**config.mk**
```make
export PLATFORM = sky130hd
export DESIGN_NAME = dual_bar_decoder
export DESIGN_NICKNAME = d
export VERILOG_FILES = /design/src/rtl/dual_bar_decoder_pkg.sv /design/src/rtl/dbd_access.sv /design/src/rtl/dbd_store.sv /design/src/rtl/dbd_match.sv /design/src/rtl/dual_bar_decoder.sv
export SDC_FILE = /design/constraint.sdc
export NUM_CORES = 1
export LEC_CHECK = 0
export BUFFER_PORTS_ARGS = -buffer_cell sky130_fd_sc_hd__buf_2
export CAP_MARGIN = 0
export CORE_UTILIZATION = 31
export DETAILED_ROUTE_END_ITERATION = 8
export PLACE_DENSITY_LB_ADDON = 0.1
export SYNTH_ARGS = -nofsm -noshare
export SYNTH_HDL_FRONTEND = slang
export SYNTH_HIERARCHICAL = 1
export SYNTH_SLANG_ARGS = --single-unit
```
**constraint.sdc**
```tcl
create_clock -name clk -period 1.8 [get_ports clk]
set_clock_uncertainty 0.05 [all_clocks]
set_input_delay 0.18 -clock clk [delete_from_list [all_inputs] [get_ports clk]]
set_output_delay 0.18 -clock clk [all_outputs]
set_load 0.05 [all_outputs]
```
**src/rtl/dual_bar_decoder_pkg.sv**
```systemverilog
package dual_bar_decoder_pkg;
    localparam logic [2:0] MODE_NARROW = 3'd0;
    localparam logic [2:0] MODE_PCI    = 3'd1;
    localparam logic [2:0] MODE_SELF   = 3'd5;

    typedef struct packed {
        logic       en;
        logic [1:0] be;
        logic [15:0] data;
    } lane_wr_t;
endpackage

```
**src/rtl/dbd_access.sv**
```systemverilog
module dbd_access
    import dual_bar_decoder_pkg::*;
#(
    parameter int CFG_AW  = 8,
    parameter logic [CFG_AW-1:0] BAR_OFS = 8'h10,
    parameter int BASE_LSB = 16,
    parameter int DATA_W  = 32
) (
    input  logic [2:0]        mode_i,
    input  logic              cfg_sel_i,
    input  logic [CFG_AW-1:0] cfg_addr_i,
    input  logic              cfg_we_i,
    input  logic              cfg_re_i,
    input  logic [DATA_W/8-1:0] cfg_be_i,
    input  logic [DATA_W-1:0] cfg_wdata_i,
    input  logic              core_we_i,
    input  logic [DATA_W/8-1:0] core_be_i,
    input  logic [DATA_W-1:0] core_wdata_i,
    output logic              host_rd_o,
    output lane_wr_t          wr_o
);
    localparam int LO_LANES = BASE_LSB / 8;
    localparam int NB       = DATA_W / 8;

    logic host_ok;
    logic core_ok;

    always_comb begin
        host_ok   = (mode_i == MODE_PCI) && cfg_sel_i && (cfg_addr_i == BAR_OFS);
        core_ok   = (mode_i == MODE_SELF) && core_we_i;
        host_rd_o = host_ok && cfg_re_i;
        wr_o      = '0;
        // internal path has priority over the host path
        if (core_ok) begin
            wr_o.en   = 1'b1;
            wr_o.be   = core_be_i[NB-1:LO_LANES];
            wr_o.data = core_wdata_i[DATA_W-1:BASE_LSB];
        end else if (host_ok && cfg_we_i) begin
            wr_o.en   = 1'b1;
            wr_o.be   = cfg_be_i[NB-1:LO_LANES];
            wr_o.data = cfg_wdata_i[DATA_W-1:BASE_LSB];
        end
    end
endmodule

```
**src/rtl/dbd_store.sv**
```systemverilog
module dbd_store
    import dual_bar_decoder_pkg::*;
#(
    parameter int BASE_W = 16
) (
    input  logic              clk,
    input  logic              rst_n,
    input  lane_wr_t          wr_i,
    output logic [BASE_W-1:0] base_o
);
    localparam int LANES = BASE_W / 8;

    typedef struct packed {
        logic [BASE_W-1:0] base;
    } store_t;

    store_t st_d, st_q;

    always_comb begin
        st_d = st_q;
        if (wr_i.en) begin
            for (int i = 0; i < LANES; i++) begin
                if (wr_i.be[i]) st_d.base[i*8 +: 8] = wr_i.data[i*8 +: 8];
            end
        end
    end

    always_ff @(posedge clk or negedge rst_n) begin
        if (!rst_n) st_q <= '0;
        else        st_q <= st_d;
    end

    assign base_o = st_q.base;
endmodule

```
**src/rtl/dbd_match.sv**
```systemverilog
module dbd_match
    import dual_bar_decoder_pkg::*;
#(
    parameter int ADDR_W  = 32,
    parameter int BASE_W  = 16,
    parameter int IDX_W   = 12,
    parameter int NB_LO   = 3,
    parameter int NB_W    = 8
) (
    input  logic [2:0]        mode_i,
    input  logic [BASE_W-1:0] base_i,
    input  logic [ADDR_W-1:0] addr_i,
    output logic              sel_o,
    output logic [IDX_W-1:0]  idx_o
);
    localparam int BASE_LSB = ADDR_W - BASE_W;

    logic mem_hit;
    logic nb_hit;

    always_comb begin
        mem_hit = (addr_i[ADDR_W-1:BASE_LSB] == base_i);
        nb_hit  = (addr_i[NB_LO+NB_W-1:NB_LO] == base_i[NB_W-1:0]);
        sel_o   = 1'b0;
        idx_o   = '0;
        case (mode_i)
            MODE_PCI, MODE_SELF: begin
                sel_o = mem_hit;
                if (mem_hit) idx_o = addr_i[IDX_W-1:0];
            end
            MODE_NARROW: begin
                sel_o = nb_hit;
                if (nb_hit) idx_o = {{(IDX_W-NB_LO){1'b0}}, addr_i[NB_LO-1:0]};
            end
            default: begin
                sel_o = 1'b0;
                idx_o = '0;
            end
        endcase
    end
endmodule

```
**src/rtl/dual_bar_decoder.sv**
```systemverilog
module dual_bar_decoder
    import dual_bar_decoder_pkg::*;
#(
    parameter int ADDR_W   = 32,
    parameter int CFG_AW   = 8,
    parameter logic [CFG_AW-1:0] BAR_OFS = 8'h10,
    parameter int BASE_LSB = 16,
    parameter int IDX_W    = 12,
    parameter int NB_LO    = 3,
    parameter int NB_W     = 8
) (
    input  logic              clk,
    input  logic              rst_n,
    input  logic [2:0]        mode_i,
    input  logic              cfg_sel_i,
    input  logic [CFG_AW-1:0] cfg_addr_i,
    input  logic              cfg_we_i,
    input  logic              cfg_re_i,
    input  logic [ADDR_W/8-1:0] cfg_be_i,
    input  logic [ADDR_W-1:0] cfg_wdata_i,
    output logic [ADDR_W-1:0] cfg_rdata_o,
    input  logic              core_we_i,
    input  logic [ADDR_W/8-1:0] core_be_i,
    input  logic [ADDR_W-1:0] core_wdata_i,
    input  logic [ADDR_W-1:0] bus_addr_i,
    output logic              tgt_sel_o,
    output logic [IDX_W-1:0]  reg_idx_o
);
    localparam int BASE_W = ADDR_W - BASE_LSB;

    lane_wr_t          wr;
    logic              host_rd;
    logic [BASE_W-1:0] base_q;

    dbd_access #(.CFG_AW(CFG_AW), .BAR_OFS(BAR_OFS), .BASE_LSB(BASE_LSB), .DATA_W(ADDR_W)) u_access (
        .mode_i(mode_i), .cfg_sel_i(cfg_sel_i), .cfg_addr_i(cfg_addr_i),
        .cfg_we_i(cfg_we_i), .cfg_re_i(cfg_re_i), .cfg_be_i(cfg_be_i),
        .cfg_wdata_i(cfg_wdata_i), .core_we_i(core_we_i), .core_be_i(core_be_i),
        .core_wdata_i(core_wdata_i), .host_rd_o(host_rd), .wr_o(wr)
    );

    dbd_store #(.BASE_W(BASE_W)) u_store (
        .clk(clk), .rst_n(rst_n), .wr_i(wr), .base_o(base_q)
    );

    dbd_match #(.ADDR_W(ADDR_W), .BASE_W(BASE_W), .IDX_W(IDX_W), .NB_LO(NB_LO), .NB_W(NB_W)) u_match (
        .mode_i(mode_i), .base_i(base_q), .addr_i(bus_addr_i),
        .sel_o(tgt_sel_o), .idx_o(reg_idx_o)
    );

    assign cfg_rdata_o = host_rd ? {base_q, {BASE_LSB{1'b0}}} : '0;
endmodule

```
# Yosys cells after proc, flatten, opt, wreduce, memory -nomap -nowiden
# Cells that the tools add are included.
# word_totals
register_bits,16
in_bits,121
out_inout_bits,45
word_cells,23
# op_classes
eq_ne,5
mux,7
n_reduce_logical,9
# op_table
operator,count
$mux 19,2
$mux 32,1
$pmux 12 s2,1
$eq 16x16->1,1
$mux 12,1
$eq 8x5->1 const B,1
$eq 8x8->1,1
$logic_and 1x1->1,5
$reduce_and 2->1,2
$eq 3x1->1 const B,1
$eq 3x3->1 const B,1
$logic_not 3->1,1
$mux 3,1
$pmux 1 s2,1
$reduce_or 2->1,1

# Longest topological paths before layout
# logic_depth
ltp_word,7
mapped_depth,7
ltp_nobuf,5

# By module
# The synthesis kept the hierarchy.
# modules_own_cells
mod,n_inst,cells_each,area_per_inst_um2,seq_area_each_um2
dbd_store,1,34,593.1,400.4
dbd_match,1,50,397.9,0.0
dbd_access,1,29,272.8,0.0
dual_bar_decoder,1,34,250.2,0.0

# Worst setup path before layout
# No wires, ideal clock.
# synth_path
path_type,register -> output
startpoint,"reg u_store.st_q, in the netlist u_store/base_o[1]"
endpoint,out reg_idx_o[0]
t_arrival_ns,2.298
required_ns,1.570
path_slack_ns,-0.728
stages_incl_launch_ff,6
n_path_buf,0
cell_sequence,dfrtp_1 -> xnor2_1 -> nand4_1 -> or4_4 -> o31ai_4 -> and3_1
# synth_via
elab_chain_cells,3
elab_cells_between_ends,5
cone_classes,2 x eq/ne; 3 x mux
# synth_rtl
item,line_no,rtl
"start, declared",dbd_store.sv:17,"store_t st_d, st_q;"
"start signal, assigned",dbd_store.sv:30,else st_q <= st_d;
$eq 16x16->1 / $eq 8x8->1 (equally long branches),"dbd_match.sv:22, dbd_match.sv:23",
$mux 12 / $mux 3 (equally long branches),"dbd_match.sv:29, dbd_match.sv:33",
$pmux 12 s2 (*),dbd_match.sv:26,case (mode_i)
"end, declared",dual_bar_decoder.sv:27,output logic [IDX_W-1:0] reg_idx_o
# Every way passes the cells marked *; elsewhere a longest branch is shown, timed or not.

# Final worst setup path
# layout_path
startpoint,"reg u_store.st_q, in the netlist u_store/base_o[9]"
endpoint,out reg_idx_o[0]
# layout_via
elab_chain_cells,3
# layout_rtl
item,line_no,rtl
$eq 16x16->1,dbd_match.sv:22,mem_hit = (addr_i[ADDR_W-1:BASE_LSB] == base_i);
$mux 12,dbd_match.sv:29,if (mem_hit) idx_o = addr_i[IDX_W-1:0];
$pmux 12 s2,dbd_match.sv:26,
# No other way between the ends.

==> out/metrics.cfg <==
[status]
status = complete, but fails checks
violations = setup timing

[cts]
cts_root_buf = clkbuf_8
cts_tree = yes
cts_setup_buffers = 0
clk_latency_ns = 0.24
cts_buffers = 3
clk_pin_slew_ns = 0.06
cts-htree-levels = 1
clock_sinks = 16
cts_buffer_depth = 2

[yosys]
synth_area_leaders = dfrtp_1 26%, mux2_2 12%, a22o_1 10%, xor2_1 9.8%, buf_4 7.9%
synth-seq-cells = 16
yosysMostFrequentCell = a22o_1
ys_types = 29
syn_area_per_cell_um2 = 10.3
seq_area_frac_synth_pct = 26.4
syn_inst = 147
synthTopCellsByCount = 18 x a22o_1, 17 x xor2_1, 16 x buf_4, 16 x dfrtp_1, 16 x mux2_2
synth.top_cell.area_share_pct = 26.4
ys_warn_count = 6
synth_ff_type = dfrtp_1
synth_edf_count = 0
async_flop_share_pct = 100
yosysTopAreaCell = dfrtp_1
mappedNetlistArea_um2 = 1510

[route]
initialDrtViolationCount = 36
avgViaCountPerCell = 4.36
vias = 1497
drt_wl_total_um = 4450
drc = 0
antenna_left = 0
first_pass_iters = 4
routedWlPerCell_um = 13.0

[hold_path]
hp-class = input port to flip-flop

[floorplan]
die-area_um2 = 5170
rows = 25
io_pins = 166
fp.dieH_um = 71.9
core_um2 = 4720
die_x_um = 71.9
start_util_pct = 32.1

[timing]
final.min_clock_period_ns = 2.32
finalCritPeriodShare_pct = 129
setup_ws_ns = -0.524
hold_viol_final = 0
finalSetupViolCount = 13
fmax_mhz = 430
rsz0062_at_grt = yes
final_max_slew_viol_count = 0

[global_routing]
grt_max_degree = 17
antenna_found_initial = 0
grtUsageTotal_pct = 17.2
grt_overflow = 0
grt_pass1_vias = 1425
grt_pass1_wl_um = 6660

[flow_run]
cap_violations = 0

[setup_path]
crit_path_max_fanout = 4
worst_ep_required_time_ns = 1.57
startpoint_type = flip-flop
endpoint_kind = output port
arrival_ns = 2.09
path_class = flip-flop to output port

[placed_design]
globalplace.congestion = 0.791
pre_cts_ws_ns = -0.406
io_buffers = 109
dp_hpwl_um = 3690
placed_cell_area_um2 = 2250

[power]
finalPower_uw = 870
p_leak_uw = 0.00137
peakVddDrop_mv = 0.213
pwr_density_cell_nw_per_um2 = 356

[cells_and_area]
area_growth_pct = 61.5
drive_gt1_share_pct = 67.8
largest_reg_flops = 16
post-route-util_pct = 51.8
finalInstanceArea_um2 = 2440
num_antenna_cells = 0
layout.nets = 399

## report_power, final
group          switching, uW  internal [uW]  total (uW)
sequential              1.29            361         363
clock                    118            148         267
combinational            143           97.3         241
## layout by cell type (no fill, tap or decap), types with 2 or more instances in the layout
cell,synthesis,layout
a22o_1,18,18
xnor2_2,0,3
xor2_1,17,17
mux2_2,16,16
and3_4,0,3
buf_2,2,97
and4_1,2,2
clkbuf_8,0,3
buf_4,16,20
nand2_2,2,2
and2_2,12,12
buf_8,1,12
dfrtp_1,16,16
conb_1,1,16
nor4_1,4,4
and2_4,0,9
and2_1,13,4
xnor2_1,7,4
nor4b_2,3,3
## final timing paths
path | depth (start not counted) | slack [ns] | start | end
worst max-delay path | 6 | -0.52 | u_store/base_o[9] | reg_idx_o[0]
worst min-delay path | 3 | 0.23 | cfg_wdata_i[26] | u_store/base_o[10]
worst max register to register | 2 | 0.83 | u_store/base_o[2] | u_store/base_o[2]
worst min register to register | 1 | 0.50 | u_store/base_o[8] | u_store/base_o[8]
max in group asynchronous | 2 | 1.09 | rst_n | u_store/base_o[1]
min in group asynchronous | 2 | 0.33 | rst_n | u_store/base_o[9]
## metal layers
layer	global-route usage (%)	share of wire, %	up-vias
li1	-	-	748
met1	21.7	45	680
met2	31.0	50	67
met3	1.83	4.5	2
met4	4.58	0.58	0
met5	0	0	-
## timing repair
action                                  in CTS  in global routing
gates resized for setup                     38                  2
hold buffers                                 1                  0
hold endpoints to repair                    16                  0
endpoints found under the setup margin      13                 13
pin swaps                                    4                  5
## per-stage QoR
stage | hold WS (ns) | setup TNS (ns) | cells
global placement | 0.0723 | -4.79 | 339
detailed placement | 0.0776 | -4.91 | 339
floorplan | -0.166 | -2.76 | 162
global route | 0.229 | -7.56 | 343
CTS | 0.224 | -6.70 | 343
finish | 0.226 | -6.39 | 343
## cell families after synthesis
kind of cell              after synthesis  share of synthesized area [%]
AOI/OAI and AO/OA                      20                           12.1
xor gates and xnor gates               24                           13.9
buffers and inverters                  22                           11.3
DFF                                    16                           26.4
muxes                                  16                           11.9
other                                   1                          0.248
and+or+nand+nor                        48                           24.0
## final cells by class
class / count / area (um2)
Multi-Input combinational cell: 124 / 1060
Inverter: 1 / 3.75
Timing Repair Buffer: 132 / 857
Fill cell: 453 / 2280
Clock buffer: 3 / 41.3
Tap cell: 67 / 83.8
Sequential cell: 16 / 400
## worst max-delay path, stage by stage (launching register included)
cell     delay, ns
dfrtp_1       0.41
xnor2_2       0.18
nand4_1       0.11
or4_4         0.53
o31ai_4       0.24
and3_4        0.24
buf_8         0.14
Note: power is estimated with default switching activity, not from simulation.
